[src/rtl/adc_pwr_pkg.sv]
package adc_pwr_pkg;

  typedef enum logic [2:0] {
    PS_ON   = 3'd0,
    PS_WAKE = 3'd1,
    PS_FULL = 3'd2,
    PS_SHUT = 3'd3,
    PS_STBY = 3'd4
  } pwr_state_t;

  localparam logic [1:0] PM_NORMAL = 2'b00;
  localparam logic [1:0] PM_FULL   = 2'b11;
  localparam logic [1:0] PM_ASHUT  = 2'b10;
  localparam logic [1:0] PM_ASTBY  = 2'b01;

  // State reached when a frame completes, given the mode that results from it.
  // A frame that was not valid (dummy or early) never sends the block back
  // into an automatic low-power state.
  function automatic pwr_state_t frame_end_state(pwr_state_t cur, logic [1:0] nm,
                                                 logic was_ok, pwr_state_t dflt);
    pwr_state_t r;
    r = dflt;
    case (cur)
      PS_FULL: begin
        if (nm == PM_ASHUT)      r = PS_SHUT;
        else if (nm == PM_ASTBY) r = PS_STBY;
      end
      PS_ON, PS_WAKE: begin
        if (nm == PM_FULL)                  r = PS_FULL;
        else if (nm == PM_ASHUT && was_ok)  r = PS_SHUT;
        else if (nm == PM_ASTBY && was_ok)  r = PS_STBY;
      end
      default: r = dflt;
    endcase
    return r;
  endfunction

  // Mode after a completed frame.
  function automatic logic [1:0] frame_mode(logic hit, logic [1:0] field, logic [1:0] cur);
    return hit ? field : cur;
  endfunction

endpackage

[src/rtl/adc_frame_rx.sv]
module adc_frame_rx #(
  parameter int FRAME_BITS = 16,
  parameter int WR_POS     = 15,
  parameter int SEL_LSB    = 12,
  parameter int SEL_W      = 3,
  parameter int PM_LSB     = 8
) (
  input  logic             clk,
  input  logic             rst_n,
  input  logic             cs_n,
  input  logic             sclk,
  input  logic             sdin,
  output logic             frame_start,
  output logic             frame_rise,
  output logic             frame_done,
  output logic             frame_abort,
  output logic             frame_active,
  output logic             wr_bit,
  output logic [SEL_W-1:0] sel_bits,
  output logic [1:0]       pm_bits
);
  localparam int CNT_W = $clog2(FRAME_BITS);

  // serial slot (0 = first bit shifted) holding frame bit position pos
  function automatic int slot(int pos);
    return FRAME_BITS - 1 - pos;
  endfunction

  logic             cs_q, sclk_q, active;
  logic [CNT_W-1:0] cnt;
  logic             sclk_rise, shift_en, last_bit;

  assign frame_start  = cs_q & ~cs_n;
  assign frame_rise   = ~cs_q & cs_n;
  assign sclk_rise    = ~sclk_q & sclk;
  assign shift_en     = active & sclk_rise & ~frame_rise;
  assign last_bit     = (cnt == CNT_W'(FRAME_BITS - 1));
  assign frame_done   = shift_en & last_bit;
  assign frame_abort  = active & frame_rise;
  assign frame_active = active;

  always_ff @(posedge clk or negedge rst_n) begin
    if (!rst_n) begin
      cs_q   <= 1'b1;
      sclk_q <= 1'b0;
      active <= 1'b0;
      cnt    <= '0;
    end else begin
      cs_q   <= cs_n;
      sclk_q <= sclk;
      if (frame_start) begin
        active <= 1'b1;
        cnt    <= '0;
      end else if (frame_abort) begin
        active <= 1'b0;
      end else if (shift_en) begin
        if (last_bit) active <= 1'b0;
        else          cnt    <= cnt + 1'b1;
      end
    end
  end

  logic wr_q;
  always_ff @(posedge clk or negedge rst_n) begin
    if (!rst_n)                                       wr_q <= 1'b0;
    else if (shift_en && cnt == CNT_W'(slot(WR_POS))) wr_q <= sdin;
  end
  assign wr_bit = wr_q;

  for (genvar i = 0; i < SEL_W; i++) begin : g_sel
    logic b_q;
    always_ff @(posedge clk or negedge rst_n) begin
      if (!rst_n)                                              b_q <= 1'b0;
      else if (shift_en && cnt == CNT_W'(slot(SEL_LSB + i)))   b_q <= sdin;
    end
    assign sel_bits[i] = b_q;
  end

  for (genvar i = 0; i < 2; i++) begin : g_pm
    logic b_q;
    always_ff @(posedge clk or negedge rst_n) begin
      if (!rst_n)                                             b_q <= 1'b0;
      else if (shift_en && cnt == CNT_W'(slot(PM_LSB + i)))   b_q <= sdin;
    end
    assign pm_bits[i] = b_q;
  end

  // a new frame can only open once the previous one is over
  p_start_idle_r2: assert property (@(posedge clk) disable iff (!rst_n)
    frame_start |-> !active);

endmodule

[src/rtl/adc_wake_timer.sv]
module adc_wake_timer #(
  parameter int CW = 6
) (
  input  logic          clk,
  input  logic          rst_n,
  input  logic          start,
  input  logic [CW-1:0] len,
  output logic          expire
);
  logic [CW-1:0] cnt;

  always_ff @(posedge clk or negedge rst_n) begin
    if (!rst_n)          cnt <= '0;
    else if (start)      cnt <= len;
    else if (cnt != '0)  cnt <= cnt - 1'b1;
  end

  assign expire = (cnt == CW'(1));

  p_expire_single_r7: assert property (@(posedge clk) disable iff (!rst_n)
    (expire && !start) |=> !expire);

endmodule

[src/rtl/adc_pwr_fsm.sv]
module adc_pwr_fsm
  import adc_pwr_pkg::*;
#(
  parameter int SEL_W         = 3,
  parameter int CTRL_SEL      = 2,
  parameter int WAKE_FULL_CYC = 40,
  parameter int WAKE_AUTO_CYC = 12,
  parameter int TW            = 6
) (
  input  logic             clk,
  input  logic             rst_n,
  input  logic             frame_start,
  input  logic             frame_rise,
  input  logic             frame_done,
  input  logic             frame_abort,
  input  logic             frame_active,
  input  logic             wr_bit,
  input  logic [SEL_W-1:0] sel_bits,
  input  logic [1:0]       pm_bits,
  input  logic             expire,
  output logic             timer_start,
  output logic [TW-1:0]    timer_len,
  output logic             core_en,
  output logic             ref_en,
  output logic             track,
  output logic             ready,
  output logic             result_valid,
  output logic [1:0]       pm_mode
);
  pwr_state_t state, state_n;
  logic [1:0] mode, nm;
  logic       frame_ok, wake_pend, valid_q, sel_hit;

  assign sel_hit = wr_bit && (sel_bits == SEL_W'(CTRL_SEL));
  assign nm      = frame_mode(sel_hit, pm_bits, mode);

  always_comb begin
    state_n     = state;
    timer_start = 1'b0;
    timer_len   = '0;
    if (state == PS_WAKE && expire) state_n = PS_ON;
    if (frame_start) begin
      if (state == PS_SHUT) begin
        state_n     = PS_WAKE;
        timer_start = 1'b1;
        timer_len   = TW'(WAKE_AUTO_CYC);
      end else if (state == PS_STBY) begin
        state_n = PS_ON;
      end
    end
    if (frame_rise && wake_pend) begin
      state_n     = PS_WAKE;
      timer_start = 1'b1;
      timer_len   = TW'(WAKE_FULL_CYC);
    end
    if (frame_done) state_n = frame_end_state(state, nm, frame_ok, state_n);
  end

  always_ff @(posedge clk or negedge rst_n) begin
    if (!rst_n) begin
      state     <= PS_ON;
      mode      <= PM_NORMAL;
      frame_ok  <= 1'b0;
      wake_pend <= 1'b0;
      valid_q   <= 1'b0;
    end else begin
      state   <= state_n;
      valid_q <= frame_done && frame_ok;
      if (frame_done) mode <= nm;
      if (frame_start) frame_ok <= (state == PS_ON);
      if (frame_done && state == PS_FULL && nm == PM_NORMAL) wake_pend <= 1'b1;
      else if (frame_rise)                                   wake_pend <= 1'b0;
    end
  end

  assign core_en      = (state == PS_ON) || (state == PS_WAKE);
  assign ref_en       = core_en || (state == PS_STBY);
  assign ready        = (state == PS_ON);
  assign track        = (state == PS_WAKE) || ((state == PS_ON) && (!frame_active || !frame_ok));
  assign result_valid = valid_q;
  assign pm_mode      = mode;

  p_core_needs_ref_r9: assert property (@(posedge clk) disable iff (!rst_n)
    core_en |-> ref_en);
  p_off_holds_r8: assert property (@(posedge clk) disable iff (!rst_n)
    !core_en |-> !track);
  p_valid_after_ready_r11: assert property (@(posedge clk) disable iff (!rst_n)
    result_valid |-> $past(ready));
  p_mode_on_done_r3: assert property (@(posedge clk) disable iff (!rst_n)
    !frame_done |=> $stable(pm_mode));
  p_abort_still_r4: assert property (@(posedge clk) disable iff (!rst_n)
    (frame_abort && state != PS_WAKE) |=> $stable(state));
  p_wake_on_cs_edge_r7: assert property (@(posedge clk) disable iff (!rst_n)
    $rose(core_en) |-> $past(frame_start || frame_rise));

endmodule

[src/rtl/adc_pwr_seq.sv]
module adc_pwr_seq #(
  parameter int FRAME_BITS    = 16,
  parameter int WR_POS        = 15,
  parameter int SEL_LSB       = 12,
  parameter int SEL_W         = 3,
  parameter int PM_LSB        = 8,
  parameter int CTRL_SEL      = 2,
  parameter int WAKE_FULL_CYC = 40,
  parameter int WAKE_AUTO_CYC = 12
) (
  input  logic       clk,
  input  logic       rst_n,
  input  logic       cs_n,
  input  logic       sclk,
  input  logic       sdin,
  output logic       core_en,
  output logic       ref_en,
  output logic       track,
  output logic       ready,
  output logic       result_valid,
  output logic [1:0] pm_mode
);
  localparam int WAKE_MAX = (WAKE_FULL_CYC > WAKE_AUTO_CYC) ? WAKE_FULL_CYC : WAKE_AUTO_CYC;
  localparam int TW       = $clog2(WAKE_MAX + 1);

  logic             frame_start, frame_rise, frame_done, frame_abort, frame_active;
  logic             wr_bit, timer_start, expire;
  logic [SEL_W-1:0] sel_bits;
  logic [1:0]       pm_bits;
  logic [TW-1:0]    timer_len;

  adc_frame_rx #(
    .FRAME_BITS(FRAME_BITS), .WR_POS(WR_POS), .SEL_LSB(SEL_LSB),
    .SEL_W(SEL_W), .PM_LSB(PM_LSB)
  ) u_rx (
    .clk(clk), .rst_n(rst_n), .cs_n(cs_n), .sclk(sclk), .sdin(sdin),
    .frame_start(frame_start), .frame_rise(frame_rise), .frame_done(frame_done),
    .frame_abort(frame_abort), .frame_active(frame_active),
    .wr_bit(wr_bit), .sel_bits(sel_bits), .pm_bits(pm_bits)
  );

  adc_wake_timer #(.CW(TW)) u_timer (
    .clk(clk), .rst_n(rst_n), .start(timer_start), .len(timer_len), .expire(expire)
  );

  adc_pwr_fsm #(
    .SEL_W(SEL_W), .CTRL_SEL(CTRL_SEL), .WAKE_FULL_CYC(WAKE_FULL_CYC),
    .WAKE_AUTO_CYC(WAKE_AUTO_CYC), .TW(TW)
  ) u_fsm (
    .clk(clk), .rst_n(rst_n),
    .frame_start(frame_start), .frame_rise(frame_rise), .frame_done(frame_done),
    .frame_abort(frame_abort), .frame_active(frame_active),
    .wr_bit(wr_bit), .sel_bits(sel_bits), .pm_bits(pm_bits), .expire(expire),
    .timer_start(timer_start), .timer_len(timer_len),
    .core_en(core_en), .ref_en(ref_en), .track(track), .ready(ready),
    .result_valid(result_valid), .pm_mode(pm_mode)
  );

endmodule

[config.mk]
export PLATFORM = sky130hd
export DESIGN_NAME = adc_pwr_seq
export DESIGN_NICKNAME = d
export VERILOG_FILES = /design/src/rtl/adc_pwr_pkg.sv /design/src/rtl/adc_frame_rx.sv /design/src/rtl/adc_wake_timer.sv /design/src/rtl/adc_pwr_fsm.sv /design/src/rtl/adc_pwr_seq.sv
export SDC_FILE = /design/constraint.sdc
export NUM_CORES = 1
export LEC_CHECK = 0
export ABC_AREA = 1
export BUFFER_PORTS_ARGS = -buffer_cell sky130_fd_sc_hd__buf_4
export CAP_MARGIN = 10
export CORE_ASPECT_RATIO = 1.5
export CORE_MARGIN = 4
export CORE_UTILIZATION = 40
export CTS_CLUSTER_SIZE = 24
export DETAILED_ROUTE_END_ITERATION = 6
export GPL_TIMING_DRIVEN = 0
export PLACE_DENSITY = 0.64
export SLEW_MARGIN = 20
export SYNTH_ARGS = -nofsm -noshare
export SYNTH_HDL_FRONTEND = slang
export SYNTH_SLANG_ARGS = --single-unit
[constraint.sdc]
create_clock -name clk -period 1.4 [get_ports clk]
set_input_delay 0 -clock clk [delete_from_list [all_inputs] [get_ports clk]]
set_output_delay 0 -clock clk [all_outputs]
set_load 0.03 [all_outputs]
==> reports/qor.yml, run 1 <==
grt_max_degree: 28
design.portCount: 12
setup_violations: 15
worst-endpoint-arrival_ns: 1.69
grt_setup_unrepaired: "yes"
num_rows: 26
critPathKind: "flop to flop"
worstPathCellList: "inv_4, nand2_4, nand2_4, nor3_4, buf_6, and2_4, nand2_2, nand2_1, o21ai_1"
layoutNonFillerInstCount: 257
cellPowerDensity_nw_per_um2: 1393
routedLengthMet1_mm: 1.290
timing.final.hold_violations: 0
final_common_cell: "sky130_fd_sc_hd__nand2_1"
final_max_slew_viols: 0
drt_drc_violations_left: 0
peakVddDrop_uv: 770.0
final-seq-area_sq_um: 676.9
grt_antenna_before_repair: 0
n_antenna_cell: 0
stdcell_area_sq_um: 1908
drt-total-wl_mm: 3.270
first_pass_grt_wire_length_mm: 5.402
crit_required_ns: 1.56
count_of_unique_library_cells_instantiated_by_yosys: 23
clk_latency_ns: 0.27
placedInstanceArea_sq_um: 1605
layout_stage_area_growth_over_the_synthesis_result_pct: 29.79
clock_tree.htree_level_count: 1
violated_checks: "setup timing"
die-width_um: 57.50
timing.critical_path.buf_inv: 2
crit_path_end_kind: "flop"
synth-seq-area-share: 0.4604
cts_inserted_buffers: 3
drive_above_1_share: 0.3163
worst_setup_hold_path_clk_slew_ns: 0.09
multi_input_gate_area_in_the_final_layout_sq_um: 857.1
dieArea_sq_um: 4729
antenna_violating_nets_remaining: 0
floorplan.initialDensity: 0.4224
ctsLongestPathBuffers: 2
yosys_warnings: 0
maxSlewHeadroom: 0.7659
finalWorstSetupSlack_ns: -0.1300
hold_path_class: "input pin to flop"
worst_clock_skew_ns: 0.004667
crit_path_max_fanout: 4
tritoncts_clock_tree: "built"
num_vias: 1312
viasPerCell: 5.105
outcome: "finished with violations"
tritoncts_num_sinks: 27
max_freq_mhz: 653.6
critical-path-max-stage-delay_ns: 0.55
flip_flop_and_latch_count_after_synthesis: 27
hpwl_mm: 2.404
post-route-min-period_ns: 1.530
tightestPinTransition_ns: 0.3512
cell_at_the_slowest_stage_of_the_critical_path: "sky130_fd_sc_hd__dfstp_2"
post_synth.cell_area_avg_sq_um: 7.779
pre_cts_slack_ns: -0.3075
power.static_leakage_nw: 0.9314
setup.worst_path.start_class: "flop"
dieHeight_um: 82.25
routed.top_layer: "met4"
placeableCoreArea_sq_um: 3481
synth_nets: 201
critPathMostFrequentCell: "sky130_fd_sc_hd__nand2_4"
critical-path-top-delay-family: "simple AND/OR/NAND/NOR gates"
syn_inst: 189
met3_wirelength_um: 73
finalCoreUtilization: 0.5482
first_global_vias: 1303
drt-pass1-iter-count: 4
avgRoutedWirePerCell_um: 12.72
fillers: 333
hold_ws_ns: 0.06240
numPlacedInstances: 242
num-nets-final: 228
grt_util_all_layers: 0.1445
io_buffer_count: 11
cts-root-buf: "sky130_fd_sc_hd__clkbuf_8"
post_synth_instance_area_sq_um: 1470
most_used_cells_in_the_layout_excluding_fill_and_tap_cells: "sky130_fd_sc_hd__nand2_1 (42), sky130_fd_sc_hd__dfrtp_1 (26), sky130_fd_sc_hd__inv_1 (20), sky130_fd_sc_hd__buf_4 (16), sky130_fd_sc_hd__nand3_1 (13)"
globalRouteOverflowTotal: 0
wl_met2_mm: 1.831
place.gp.congestion: 0.9167
iteration_0_drc_count_of_the_detailed_router: 28
layout_worst_path_cycle_share: 1.093
cap_violations: 0
-- logic make-up (layout without fill, tap and decap cells) --
family | Yosys count | after routing | share of synthesized area
DFF | 27 | 27 | 0.4604
adders and majority gates | 7 | 7 | 0.05957
buffers and inverters | 24 | 50 | 0.06128
and+or+nand+nor | 99 | 99 | 0.2962
xor gates and xnor gates | 3 | 3 | 0.01788
AOI/OAI and AO/OA | 29 | 29 | 0.1047
-- repair_timing --
action	4_1_cts	5_1_grt
gates resized for setup	24	34
setup buffers	3	6
hold buffers	3	0
setup endpoints to repair	23	25
cloned	0	0
pin swaps	10	16
hold endpoints to repair	29	0
-- worst min-delay path, cell delays in order --
cell	delay [ns]
sky130_fd_sc_hd__buf_4	0.07
sky130_fd_sc_hd__inv_1	0.08
sky130_fd_sc_hd__o21ai_1	0.14
-- cells in the mapped netlist --
cell / instances / share of area
sky130_fd_sc_hd__o22ai_1: 1 / 0.0043
sky130_fd_sc_hd__nand2_1: 53 / 0.14
sky130_fd_sc_hd__nand4_1: 3 / 0.013
sky130_fd_sc_hd__or2_2: 1 / 0.0043
sky130_fd_sc_hd__dfrtp_1: 26 / 0.44
sky130_fd_sc_hd__nand2_2: 1 / 0.0043
sky130_fd_sc_hd__a21oi_1: 9 / 0.031
sky130_fd_sc_hd__nor2_1: 14 / 0.036
sky130_fd_sc_hd__o21ai_0: 16 / 0.054
sky130_fd_sc_hd__nor3_4: 1 / 0.011
sky130_fd_sc_hd__xnor2_1: 1 / 0.0060
sky130_fd_sc_hd__dfstp_2: 1 / 0.018
sky130_fd_sc_hd__ha_1: 7 / 0.060
sky130_fd_sc_hd__o21ai_2: 1 / 0.0060
sky130_fd_sc_hd__xor2_1: 2 / 0.012
sky130_fd_sc_hd__a211oi_1: 1 / 0.0051
sky130_fd_sc_hd__nor2_2: 1 / 0.0043
sky130_fd_sc_hd__nand3b_1: 1 / 0.0051
sky130_fd_sc_hd__nand3_1: 21 / 0.071
sky130_fd_sc_hd__inv_1: 24 / 0.061
sky130_fd_sc_hd__a31oi_1: 1 / 0.0043
sky130_fd_sc_hd__nor3_1: 2 / 0.0068
sky130_fd_sc_hd__and2_2: 1 / 0.0051
-- path summary, 6_finish.rpt --
path | start | to | slack (ns) | cells past startpoint
worst max-delay path | u_rx.cs_q$_DFF_PN1_ | u_rx.g_sel[0].b_q$_DFFE_PN0P_ | -0.13 | 9
worst min-delay path | sdin | u_rx.wr_bit$_DFFE_PN0P_ | 0.06 | 3
worst max register to register | u_rx.cs_q$_DFF_PN1_ | u_rx.g_sel[0].b_q$_DFFE_PN0P_ | -0.13 | 9
worst min register to register | u_rx.g_sel[1].b_q$_DFFE_PN0P_ | u_rx.g_sel[1].b_q$_DFFE_PN0P_ | 0.50 | 2
max in group asynchronous | rst_n | u_rx.cs_q$_DFF_PN1_ | 0.92 | 2
min in group asynchronous | rst_n | u_timer.cnt[1]$_DFFE_PN0P_ | 0.17 | 2
-- report_power, final --
| group | leakage (nW) | total, mW | switching, mW | internal, mW |
|---|---|---|---|---|
| clock network | 0.0228 | 0.432 | 0.228 | 0.204 |
| registers | 0.343 | 1.13 | 0.168 | 0.960 |
| logic | 0.566 | 1.10 | 0.669 | 0.429 |
| total | 0.931 | 2.66 | 1.07 | 1.59 |
-- registers in the layout (all words and copies together), names as in the netlist --
signal / count
u_rx.wr_bit: 1
u_fsm.state: 3
u_rx.g_pm.b_q: 2
u_fsm.wake_pend: 1
u_rx.g_sel.b_q: 3
u_rx.cnt: 4
u_fsm.pm_mode: 2
u_rx.cs_q: 1
u_fsm.result_valid: 1
u_fsm.frame_ok: 1
u_rx.sclk_q: 1
u_timer.cnt: 6
u_rx.frame_active: 1
-- metal layers --
metal | track usage | vias to the layer above
met5 | 0 | -
met4 | 0.05568 | 0
met3 | 0.02955 | 8
met2 | 0.2794 | 14
met1 | 0.1496 | 622
li1 | - | 668
-- stage by stage --
stage	setup TNS [ns]	power (mW)
finish	-0.8978	2.659
global route	-2.673	2.878
floorplan	-0.05171	1.787
global placement	-3.095	2.048
CTS	-2.369	2.553
detailed placement	-3.154	2.079
-- final cells by class --
type,instances,share of cell area
inverter,24,0.04852
multi-input combinational,138,0.4492
timing repair buffer,22,0.09639
clock buffer,4,0.02361
tap,42,0.02754
sequential,27,0.3548
Power figures use the tool's default switching activity.
==> run 2, diff against run 1 <==
--- a/config.mk
+++ b/config.mk
@@ -6,16 +6,18 @@
 export NUM_CORES = 1
 export LEC_CHECK = 0
 export ABC_AREA = 1
+export ABC_CLOCK_PERIOD_IN_PS = 1400
 export BUFFER_PORTS_ARGS = -buffer_cell sky130_fd_sc_hd__buf_4
 export CAP_MARGIN = 10
 export CORE_ASPECT_RATIO = 1.5
 export CORE_MARGIN = 4
-export CORE_UTILIZATION = 40
+export CORE_UTILIZATION = 35
 export CTS_CLUSTER_SIZE = 24
 export DETAILED_ROUTE_END_ITERATION = 6
 export GPL_TIMING_DRIVEN = 0
-export PLACE_DENSITY = 0.64
+export PLACE_DENSITY = 0.58
 export SLEW_MARGIN = 20
 export SYNTH_ARGS = -nofsm -noshare
 export SYNTH_HDL_FRONTEND = slang
+export SYNTH_HIERARCHICAL = 1
 export SYNTH_SLANG_ARGS = --single-unit
==> reports/qor.yml, run 2 <==
final_common_cell: "sky130_fd_sc_hd__nand2_1"
avgRoutedWirePerCell_um: 10.76  # -15%
yosys_warnings: 6  # +6
grt_antenna_before_repair: 0  # unchanged
n_antenna_cell: 0  # unchanged
worst_clock_skew_ns: 0.007135  # +0.002468 ns
hold_path_class: "input pin to flop"
die-width_um: 67.35  # +17%
clk_latency_ns: 0.27  # about the same
antenna_violating_nets_remaining: 0  # unchanged
num_vias: 1588  # +21%
viasPerCell: 4.590  # -10%
placeableCoreArea_sq_um: 5125  # +47%
worst-endpoint-arrival_ns: 1.72  # +0.03 ns
timing.critical_path.buf_inv: 3  # +1
crit-reg2reg-launch: "u_rx/cs_q$_DFF_PN1_"
comb_power_share: 0.468  # +0.055
grt_setup_unrepaired: "yes"
design.portCount: 12  # unchanged
globalRouteOverflowTotal: 0  # unchanged
min_path_cells: 1  # -2
num_rows: 32  # +23%
fillers: 549  # +65%
critPathKind: "flop to flop"
drive_above_1_share: 0.3489  # +0.03264
outcome: "finished with violations"
grt_max_degree: 28  # unchanged
totalNegativeSetupSlack_ns: -1.134  # -0.2364 ns
post-route-min-period_ns: 1.545  # +0.01465 ns
num-nets-final: 290  # +27%
numPlacedInstances: 326  # +35%
post_synth_instance_area_sq_um: 1849  # +26%
seq_power_share: 0.384  # -0.040
worstPathCellList: "nand2_4, inv_4, nand4_1, nand2_2, buf_6, inv_8, or2_1, nand2_2, a21oi_2"
p_sw_mw: 1.328  # +25%
setup_violations: 12  # -3
tritoncts_num_sinks: 27  # unchanged
cap_violations: 0  # unchanged
top_regs: "u_timer/cnt: 6 flops, u_rx/cnt: 4 flops"
critical-path-top-delay-family: "simple AND/OR/NAND/NOR gates"
cellPowerDensity_nw_per_um2: 1323  # -5.1%
cts-root-buf: "sky130_fd_sc_hd__clkbuf_8"
floorplan.initialDensity: 0.3608  # -0.06152
hpwl_mm: 2.784  # +16%
dieArea_sq_um: 6535  # +38%
iteration_0_drc_count_of_the_detailed_router: 84  # +200%
timing.reg2reg.setup_slack_ns: -0.14  # about the same
timing.reg2reg.worst_path_depth: 9  # unchanged
worst_setup_hold_path_clk_slew_ns: 0.10  # about the same
power.switching_fraction: 0.4362  # +0.03517
tritoncts_clock_tree: "built"
crit_required_ns: 1.58  # +0.02 ns
final_max_slew_viols: 0  # unchanged
critical_path.reg2reg.endpoint: "u_timer/cnt[5]$_DFFE_PN0P_"
io_buffer_count: 11  # unchanged
cell_at_the_slowest_stage_of_the_critical_path: "sky130_fd_sc_hd__dfstp_2"
drt_drc_violations_left: 0  # unchanged
max_ffs_per_register: 6  # unchanged
max_freq_mhz: 647.4  # -0.95%
first_pass_grt_wire_length_mm: 6.396  # +18%
dieHeight_um: 97.03  # +18%
ctsLongestPathBuffers: 2  # unchanged
critical_path_depth: 9  # unchanged
most_used_cells_in_the_layout_excluding_fill_and_tap_cells: "sky130_fd_sc_hd__nand2_1 (63), sky130_fd_sc_hd__buf_4 (31), sky130_fd_sc_hd__inv_1 (27), sky130_fd_sc_hd__dfrtp_1 (25), sky130_fd_sc_hd__nand3_1 (19)"
crit_path_max_fanout: 7  # +3
setup.worst_path.start_class: "flop"
min_to: "u_rx/cs_q$_DFF_PN1_"
layoutNonFillerInstCount: 346  # +35%
first_global_vias: 1505  # +16%
hold_buffers: 2  # -1
grt_util_all_layers: 0.1228  # -0.02174
syn_inst: 245  # +30%
post_synth.cell_area_avg_sq_um: 7.548  # -3.0%
finalWorstSetupSlack_ns: -0.1447  # -0.01465 ns
cellInternalPower_mw: 1.717  # +7.8%
cts_inserted_buffers: 3  # unchanged
clock_tree.htree_level_count: 1  # unchanged
critPathMostFrequentCell: "sky130_fd_sc_hd__nand2_2"
violated_checks: "hold timing, setup timing"
hold_ws_ns: -0.1604  # -0.2228 ns
min_from: "cs_n"
drt-pass1-iter-count: 4  # unchanged
layout_stage_area_growth_over_the_synthesis_result_pct: 24.49
peakVddDrop_uv: 326.4  # -58%
crit_path_end_kind: "flop"
largest_register: "u_timer/cnt"
drt-total-wl_mm: 3.722  # +14%
timing.final.hold_violations: 1  # +1
power.static_leakage_nw: 1.175  # +26%
critical-path-max-stage-delay_ns: 0.58  # +0.03 ns
layout_worst_path_cycle_share: 1.103  # +0.01046
finalCoreUtilization: 0.4492  # -0.09895
place.gp.congestion: 0.8725  # -4.8%
clock_power_share: 0.148  # -0.014
[run 2: per-layer routing]
metal  vias up  GRT usage  wire [um]
li1        836          -          -
met1       729     0.1447       1567
met2        17     0.2205       2026
met3         6    0.01394         71
met4         0    0.04219         57
met5         -          0          0
[run 2: how the worst max path moves through the flow]
stage | startpoint | endpoint | slack [ns]
global route | u_rx/cs_q$_DFF_PN1_ | u_fsm/state[0]$_DFF_PN0_ | -0.24
detailed placement | u_rx/cs_q$_DFF_PN1_ | u_timer/cnt[5]$_DFFE_PN0P_ | -0.29
global placement | u_rx/cs_q$_DFF_PN1_ | u_timer/cnt[5]$_DFFE_PN0P_ | -0.28
CTS | u_rx/cs_q$_DFF_PN1_ | u_fsm/state[2]$_DFF_PN0_ | -0.13
floorplan | u_rx/cs_q$_DFF_PN1_ | u_timer/cnt[5]$_DFFE_PN0P_ | -0.09
finish | u_rx/cs_q$_DFF_PN1_ | u_timer/cnt[5]$_DFFE_PN0P_ | -0.14
[run 2: what timing repair did]
item	4_1_cts	5_1_grt
hold endpoints to repair	29	1
pin swaps	5	5
gates resized for setup	14	8
setup buffers	10	4
setup endpoints to repair	11	19
gates cloned	0	0
[run 2: through the flow]
stage / worst slack [ns] / power, mW / hold WS [ns] / instance area (sq um)
2_1_floorplan: -0.08892 / 2.186 / -0.2956 / 1891
3_3_place_gp: -0.2784 / 2.510 / -0.05116 / 2058
3_5_place_dp: -0.2867 / 2.533 / -0.05137 / 2058
4_1_cts: -0.1311 / 3.073 / -0.1710 / 2250
5_1_grt: -0.2430 / 3.313 / -0.1753 / 2302
6_report: -0.1447 / 3.045 / -0.1604 / 2302
[run 2: layout make-up]
type | instances | area [sq um] | area share
Buffer | 11 | 90.09 | 0.03913
Clock buffer | 3 | 41.29 | 0.01793
Tap cell | 68 | 85.08 | 0.03696
Timing Repair Buffer | 27 | 219.0 | 0.09511
Inverter | 36 | 153.9 | 0.06685
Sequential cell | 27 | 678.2 | 0.2946
Multi-Input combinational cell | 173 | 1030 | 0.4473
Clock inverter | 1 | 5.005 | 0.002174
[run 2: power by group through the flow]
stage	sequential, mW	clock, mW	combinational (mW)
floorplan	1.14	0	1.04
global placement	1.19	0	1.32
detailed placement	1.19	0	1.35
CTS	1.17	0.479	1.42
global route	1.20	0.505	1.61
finish	1.17	0.452	1.42
